==> src/rtl/eeprom_rd_pkg.sv <==
package eeprom_rd_pkg;

    localparam int BYTE_W = 8;

    typedef enum logic [2:0] {
        PC_START,
        PC_RSTART,
        PC_STOP,
        PC_WRITE,
        PC_READ
    } pcmd_e;

    typedef enum logic [2:0] {
        CS_IDLE,
        CS_START,
        CS_DEVW,
        CS_REG,
        CS_RSTART,
        CS_DEVR,
        CS_READ,
        CS_STOP
    } cstate_e;

    // Line levels {scl, sda_pull_low} for one quarter of a bus slot.
    function automatic logic [1:0] line_of(input pcmd_e c, input logic [1:0] ph, input logic b);
        logic [1:0] r;
        case (c)
            PC_START: begin
                case (ph)
                    2'd0:    r = 2'b10;
                    2'd1:    r = 2'b11;
                    default: r = 2'b01;
                endcase
            end
            PC_RSTART: begin
                case (ph)
                    2'd0:    r = 2'b00;
                    2'd1:    r = 2'b10;
                    2'd2:    r = 2'b11;
                    default: r = 2'b01;
                endcase
            end
            PC_STOP: begin
                case (ph)
                    2'd0:    r = 2'b01;
                    2'd1:    r = 2'b11;
                    default: r = 2'b10;
                endcase
            end
            default: begin
                r[1] = (ph == 2'd1) || (ph == 2'd2);
                r[0] = (c == PC_WRITE) ? ~b : 1'b0;
            end
        endcase
        return r;
    endfunction

endpackage

==> src/rtl/eeprom_rd_tick.sv <==
module eeprom_rd_tick #(
    parameter int QDIV = 125
) (
    input  logic clk,
    input  logic rst_n,
    output logic tick_o
);
    localparam int CW = (QDIV > 1) ? $clog2(QDIV) : 1;

    logic [CW-1:0] cnt_d, cnt_q;

    always_comb begin
        tick_o = (cnt_q == CW'(QDIV - 1));
        cnt_d  = tick_o ? '0 : cnt_q + CW'(1);
    end

    always_ff @(posedge clk or negedge rst_n) begin
        if (!rst_n) cnt_q <= '0;
        else        cnt_q <= cnt_d;
    end
endmodule

==> src/rtl/eeprom_rd_phy.sv <==
module eeprom_rd_phy
    import eeprom_rd_pkg::*;
(
    input  logic  clk,
    input  logic  rst_n,
    input  logic  tick_i,
    input  logic  cmd_vld_i,
    input  pcmd_e cmd_i,
    input  logic  bit_i,
    input  logic  sda_i,
    output logic  done_o,
    output logic  rx_o,
    output logic  scl_o,
    output logic  sda_oe_o,
    output logic  cond_o
);
    typedef struct packed {
        logic       busy;
        pcmd_e      cmd;
        logic [1:0] qph;
        logic       bitv;
        logic       rx;
        logic       done;
        logic       scl;
        logic       oe;
    } phy_t;

    phy_t d, q;

    always_comb begin
        d      = q;
        d.done = 1'b0;
        if (!q.busy && cmd_vld_i) begin
            d.busy = 1'b1;
            d.cmd  = cmd_i;
            d.qph  = 2'd0;
            d.bitv = bit_i;
        end else if (q.busy && tick_i) begin
            {d.scl, d.oe} = line_of(q.cmd, q.qph, q.bitv);
            if (q.qph == 2'd2) d.rx = sda_i;
            d.qph = q.qph + 2'd1;
            if (q.qph == 2'd3) begin
                d.busy = 1'b0;
                d.done = 1'b1;
            end
        end
    end

    always_ff @(posedge clk or negedge rst_n) begin
        if (!rst_n) begin
            q <= '{busy: 1'b0, cmd: PC_STOP, qph: 2'd0, bitv: 1'b0,
                   rx: 1'b1, done: 1'b0, scl: 1'b1, oe: 1'b0};
        end else begin
            q <= d;
        end
    end

    assign done_o   = q.done;
    assign rx_o     = q.rx;
    assign scl_o    = q.scl;
    assign sda_oe_o = q.oe;
    assign cond_o   = q.busy && ((q.cmd == PC_START) || (q.cmd == PC_RSTART) || (q.cmd == PC_STOP));
endmodule

==> src/rtl/eeprom_rd_ctrl.sv <==
module eeprom_rd_ctrl
    import eeprom_rd_pkg::*;
#(
    parameter int         XFER_LEN = 128,
    parameter logic [6:0] DEV_ADDR = 7'h50
) (
    input  logic              clk,
    input  logic              rst_n,
    input  logic              go_i,
    input  logic [BYTE_W-1:0] reg_addr_i,
    input  logic              phy_done_i,
    input  logic              phy_rx_i,
    output logic              cmd_vld_o,
    output pcmd_e             cmd_o,
    output logic              cmd_bit_o,
    output logic              busy_o,
    output logic [BYTE_W-1:0] byte_o,
    output logic              byte_vld_o,
    output logic              done_o,
    output logic              err_o
);
    localparam int CNTW = $clog2(XFER_LEN + 1);
    localparam logic [3:0] ACK_SLOT = 4'(BYTE_W);

    typedef struct packed {
        cstate_e           st;
        logic              pend;
        logic [BYTE_W-1:0] tx;
        logic [3:0]        idx;
        logic [BYTE_W-1:0] sh;
        logic [CNTW-1:0]   cnt;
        logic [BYTE_W-1:0] ra;
        logic              err;
        logic              done;
        logic              vld;
        logic [BYTE_W-1:0] dout;
        logic              issue;
        pcmd_e             cmd;
        logic              cbit;
    } ctl_t;

    ctl_t d, q;
    logic last;

    always_comb begin
        d       = q;
        d.done  = 1'b0;
        d.vld   = 1'b0;
        d.issue = 1'b0;
        last    = (q.cnt == CNTW'(XFER_LEN - 1));
        if (q.st == CS_IDLE) begin
            if (go_i) begin
                d.st   = CS_START;
                d.ra   = reg_addr_i;
                d.err  = 1'b0;
                d.pend = 1'b0;
                d.idx  = 4'd0;
                d.cnt  = '0;
            end
        end else if (!q.pend) begin
            d.pend  = 1'b1;
            d.issue = 1'b1;
            d.cbit  = 1'b0;
            case (q.st)
                CS_START:  d.cmd = PC_START;
                CS_RSTART: d.cmd = PC_RSTART;
                CS_STOP:   d.cmd = PC_STOP;
                CS_READ: begin
                    if (q.idx == ACK_SLOT) begin
                        d.cmd  = PC_WRITE;
                        d.cbit = last;
                    end else begin
                        d.cmd = PC_READ;
                    end
                end
                default: begin
                    if (q.idx == ACK_SLOT) begin
                        d.cmd = PC_READ;
                    end else begin
                        d.cmd  = PC_WRITE;
                        d.cbit = q.tx[BYTE_W-1];
                    end
                end
            endcase
        end else if (phy_done_i) begin
            d.pend = 1'b0;
            case (q.st)
                CS_START: begin
                    d.st  = CS_DEVW;
                    d.tx  = {DEV_ADDR, 1'b0};
                    d.idx = 4'd0;
                end
                CS_RSTART: begin
                    d.st  = CS_DEVR;
                    d.tx  = {DEV_ADDR, 1'b1};
                    d.idx = 4'd0;
                end
                CS_STOP: begin
                    d.st   = CS_IDLE;
                    d.done = 1'b1;
                end
                CS_READ: begin
                    if (q.idx != ACK_SLOT) begin
                        d.sh  = {q.sh[BYTE_W-2:0], phy_rx_i};
                        d.idx = q.idx + 4'd1;
                        if (q.idx == ACK_SLOT - 4'd1) begin
                            d.dout = {q.sh[BYTE_W-2:0], phy_rx_i};
                            d.vld  = 1'b1;
                        end
                    end else if (last) begin
                        d.st = CS_STOP;
                    end else begin
                        d.cnt = q.cnt + CNTW'(1);
                        d.idx = 4'd0;
                    end
                end
                default: begin
                    if (q.idx != ACK_SLOT) begin
                        d.tx  = {q.tx[BYTE_W-2:0], 1'b0};
                        d.idx = q.idx + 4'd1;
                    end else if (phy_rx_i) begin
                        d.err = 1'b1;
                        d.st  = CS_STOP;
                    end else begin
                        d.idx = 4'd0;
                        case (q.st)
                            CS_DEVW: begin
                                d.st = CS_REG;
                                d.tx = q.ra;
                            end
                            CS_REG:  d.st = CS_RSTART;
                            default: begin
                                d.st  = CS_READ;
                                d.cnt = '0;
                            end
                        endcase
                    end
                end
            endcase
        end
    end

    always_ff @(posedge clk or negedge rst_n) begin
        if (!rst_n) begin
            q <= '{st: CS_IDLE, pend: 1'b0, tx: '0, idx: 4'd0, sh: '0, cnt: '0,
                   ra: '0, err: 1'b0, done: 1'b0, vld: 1'b0, dout: '0,
                   issue: 1'b0, cmd: PC_STOP, cbit: 1'b0};
        end else begin
            q <= d;
        end
    end

    assign cmd_vld_o  = q.issue;
    assign cmd_o      = q.cmd;
    assign cmd_bit_o  = q.cbit;
    assign busy_o     = (q.st != CS_IDLE);
    assign byte_o     = q.dout;
    assign byte_vld_o = q.vld;
    assign done_o     = q.done;
    assign err_o      = q.err;
endmodule

==> src/rtl/eeprom_seq_reader.sv <==
module eeprom_seq_reader
    import eeprom_rd_pkg::*;
#(
    parameter int         SCL_QDIV = 125,
    parameter int         XFER_LEN = 128,
    parameter logic [6:0] DEV_ADDR = 7'h50
) (
    input  logic              clk,
    input  logic              rst_n,
    input  logic              go_i,
    input  logic [BYTE_W-1:0] reg_addr_i,
    input  logic              sda_i,
    output logic              scl_o,
    output logic              sda_oe_o,
    output logic              busy_o,
    output logic [BYTE_W-1:0] byte_o,
    output logic              byte_vld_o,
    output logic              done_o,
    output logic              err_o
);
    logic  tick;
    logic  cmd_vld;
    pcmd_e cmd;
    logic  cmd_bit;
    logic  phy_done;
    logic  phy_rx;
    logic  phy_cond;

    eeprom_rd_tick #(.QDIV(SCL_QDIV)) u_tick (
        .clk    (clk),
        .rst_n  (rst_n),
        .tick_o (tick)
    );

    eeprom_rd_phy u_phy (
        .clk       (clk),
        .rst_n     (rst_n),
        .tick_i    (tick),
        .cmd_vld_i (cmd_vld),
        .cmd_i     (cmd),
        .bit_i     (cmd_bit),
        .sda_i     (sda_i),
        .done_o    (phy_done),
        .rx_o      (phy_rx),
        .scl_o     (scl_o),
        .sda_oe_o  (sda_oe_o),
        .cond_o    (phy_cond)
    );

    eeprom_rd_ctrl #(.XFER_LEN(XFER_LEN), .DEV_ADDR(DEV_ADDR)) u_ctrl (
        .clk        (clk),
        .rst_n      (rst_n),
        .go_i       (go_i),
        .reg_addr_i (reg_addr_i),
        .phy_done_i (phy_done),
        .phy_rx_i   (phy_rx),
        .cmd_vld_o  (cmd_vld),
        .cmd_o      (cmd),
        .cmd_bit_o  (cmd_bit),
        .busy_o     (busy_o),
        .byte_o     (byte_o),
        .byte_vld_o (byte_vld_o),
        .done_o     (done_o),
        .err_o      (err_o)
    );
endmodule

==> config.mk <==
export PLATFORM = sky130hd
export DESIGN_NAME = eeprom_seq_reader
export DESIGN_NICKNAME = d
export VERILOG_FILES = /design/src/rtl/eeprom_rd_pkg.sv /design/src/rtl/eeprom_rd_tick.sv /design/src/rtl/eeprom_rd_phy.sv /design/src/rtl/eeprom_rd_ctrl.sv /design/src/rtl/eeprom_seq_reader.sv
export SDC_FILE = /design/constraint.sdc
export NUM_CORES = 1
export LEC_CHECK = 0
export BUFFER_PORTS_ARGS = -buffer_cell sky130_fd_sc_hd__buf_2
export CAP_MARGIN = 25
export CORE_MARGIN = 4
export CORE_UTILIZATION = 56
export DETAILED_ROUTE_END_ITERATION = 10
export GPL_TIMING_DRIVEN = 0
export MAX_ROUTING_LAYER = met4
export PLACE_DENSITY = 0.75
export SETUP_SLACK_MARGIN = 0.15
export SLEW_MARGIN = 20
export SYNTH_ARGS = -nofsm -noshare
export SYNTH_HDL_FRONTEND = slang
export SYNTH_SLANG_ARGS = --single-unit
==> constraint.sdc <==
create_clock -name clk -period 2.4 [get_ports clk]
set_input_delay 0.48 -clock clk [delete_from_list [all_inputs] [get_ports clk]]
set_output_delay 0.48 -clock clk [all_outputs]
set_load 0.05 [all_outputs]
==> metrics.md <==
| Metric | Value |
|---|---|
| Status | `completed` |
| Most numerous cell in the Yosys netlist | `dfrtp_1` |
| Share of the synthesized area in the top cell type | `0.462` |
| Avg Cell Area, Syn | `10.7 um2` |
| CTS clock-pin slew for the worst setup and hold paths | `0.08 ns` |
| CP Launch Type | `register` |
| Hold Crit Class | `in2async` |
| PwrDens | `541 nW/um2` |
| Total vias in the final route | `2675` |
| Core Box Area | `approximately 6400 um2` |
| Chip width | `89.7 um` |
| Die ar. | `8050 um2` |
| Worst-Margin Slew | `0.540 ns` |
| Max-slew violation count | `0` |
| Fin area | `4190 um2` |
| Total track usage | `0.204` |
| Synth Net Count | `370` |
| Drt via density | `5.72` |
| Synth Register Bits | `73` |
| H-tree depth | `3` |
| Ys Warns | `0` |
| Commonest cells post-synth | `dfrtp_1 (69), nand2_1 (35), mux2_2 (28)` |
| Vias in the first global route | `2641` |
| CP Class | `reg2out` |
| Final Setup Violations | `0` |
| DRT iter0 DRCs | `103` |
| Setup Skew | `between 0.009 and 0.01 ns` |
| Global-route wire length before repair | `12200 um` |
| Largest net degree at the start of global routing | `46` |
| Post-CTS setup-driven buffer insertion count | `0` |
| Clock latency on the worst-skew pair | `between 0.3 and 0.4 ns` |
| Post-placement cell count | `452` |
| Peak VDD IR | `0.433 mV` |
| Placed Instance Area | `3990 um2` |
| Nets | `407` |
| Final ANT Viol Nets | `0` |
| Root Driver | `clkbuf_8` |
| Total power | `2.27 mW` |
| Leak | `1.95 nW` |
| Initial DRT Pass Iterations | `4` |
| IO Port Bufs | `25` |
| Crit path DAT | `1.68 ns` |
| HPWL after DPL | `4940 um` |
| Initial antenna violation count | `0` |
| ANT cells | `0` |
| Ratio of cells with drive above 1 in the final layout | `0.289` |
| Fin cells | `468` |
| Setup crit end kind | `output port` |
| Pre-CTS WS | `0.351 ns` |
| Post-route minimum period | `2.16 ns` |
| Yosys cell types | `56` |
| Slew Limit Headroom | `0.638` |
| Num rows | `29` |
| Fmax | `463 MHz` |
| Grt ovf | `0` |
| # Max-Cap Violations | `0` |
| Critical path fanouts, max | `9` |
| # DRC | `0` |
| Leading area contributor after synthesis | `dfrtp_1` |
| CTS tree | `built` |
| Avg WL per Cell | `~15 um` |
| Top Ports | `26` |
| RSZ-0062 raised after global routing | `false` |
| Total Wirelength | `about 7000 um` |
| WHS | `between 0.03 and 0.04 ns` |
| Clock Sink Count | `73` |
| Final Core Density | `0.653` |
| CTS buffer count | `9` |
| Number of synthesized flops with an enable pin | `0` |
| WP data required | `1.92 ns` |
| Seq/Total Area, Yosys | `0.490` |
| Endpoints failing hold | `0` |
| Clock buffer depth | `2` |
| Die Y | `89.7 um` |
| Starting Density | `0.582` |
| Mapped Cells | `349` |
| Final TNS setup | `0 ns` |
| Top post-synthesis cells by area | `dfrtp_1 (46%), mux2_2 (8.4%), o21ai_0 (3.6%)` |
| Area growth, synth to finish | `12.2%` |
| Final worst slack | `0.242 ns` |
| Top FF cell, synth | `dfrtp_1` |
| Mapped cell area | `3740 um2` |
| GPL Wtd Cong | `0.940` |
| Fin crit share | `0.899` |
| Synth async-reset ratio | `1.00` |
==> critical path: stages (launching register included) <==
cell     delay (ns)
dfrtp_1        0.38
buf_6          0.14
nor3_4         0.48
inv_4          0.09
buf_2          0.23
==> cell families after synthesis <==
family                     count (synthesis)  synth area share
adders and majority gates                  9            0.0301
DFF                                       73             0.490
muxes                                     38             0.116
and+or+nand+nor                          106             0.141
AOI/OAI and AO/OA                         77             0.148
xor gates and xnor gates                   7            0.0164
buffers and inverters                     39            0.0586
==> area by class of cell <==
cell class / instances / area, um2
flip-flops and latches: 73 / 1830
clock buffers: 10 / 138
plain buffers: 25 / 166
fillers: 513 / 2230
inverters: 14 / 55.1
clock inverters: 6 / 65.1
repair buffers: 26 / 155
multi-input cells: 237 / 1690
well taps: 77 / 96.3
==> cell usage in the layout, fill, tap and decap left out, drive strengths merged, types with 2 or more instances in the layout <==
master | Yosys | layout
mux2 | 29 | 29
inv | 14 | 15
o22a | 3 | 3
a21o | 2 | 2
o221ai | 2 | 2
and3 | 7 | 7
dfstp | 4 | 4
o32ai | 2 | 2
nand2 | 35 | 35
o2111ai | 2 | 2
xnor2 | 4 | 4
and2 | 4 | 4
clkbuf | 1 | 12
dfrtp | 69 | 69
nor2 | 26 | 26
clkinv | 0 | 3
ha | 9 | 9
a22oi | 2 | 2
nand3 | 11 | 11
nor3 | 6 | 6
and4 | 2 | 2
a211oi | 2 | 2
a21oi | 7 | 7
nand3b | 5 | 5
a31oi | 5 | 5
o21ai | 38 | 38
nand4 | 2 | 2
and3b | 2 | 2
nor2b | 2 | 2
o31ai | 7 | 7
xor2 | 3 | 3
buf | 24 | 49
mux2i | 8 | 8
==> routing by layer <==
layer  global-route usage  routed length (um)  vias to the layer above
met3               0.0639                 333                        6
li1                     -                   -                     1306
met4               0.0541                  74                        0
met5                    -                   0                        -
met2                0.318                3370                       62
met1                0.259                3220                     1301
==> sequential cells by signal, summed over array words and instances, names as in the netlist, 3 cells and up <==
signal,cells
u_ctrl.q,39
u_ctrl.byte_o,8
u_phy.q,7
u_tick.cnt_q,7
u_ctrl.cmd_o,3
==> final timing paths <==
| path | startpoint | endpoint | slack (ns) | depth (start not counted) |
|---|---|---|---|---|
| max | u_ctrl.q[55] | busy_o | 0.24 | 4 |
| min | rst_n | u_tick.cnt_q[6] | 0.04 | 1 |
| max reg2reg | u_ctrl.q[40] | u_ctrl.q[33] | 0.33 | 7 |
| min reg2reg | u_phy.sda_oe_o | u_phy.sda_oe_o | 0.47 | 2 |
| max in group asynchronous | rst_n | u_phy.scl_o | 1.76 | 2 |
| min in group clk | reg_addr_i[0] | u_ctrl.q[16] | 0.33 | 3 |
==> report_power, final <==
group          total (mW)  leakage, nW  switching, mW  internal, mW
clock               0.977        0.103          0.467         0.510
combinational      0.0518        0.919         0.0332        0.0186
sequential           1.24        0.928        0.00371          1.24
total                2.27         1.95          0.504          1.77
==> what timing repair did <==
item | 4_1_cts | 5_1_grt
setup endpoints to repair | 0 | 1
resized for setup | 0 | 1
hold buffers | 0 | 0
Power figures use the tool's default switching activity.
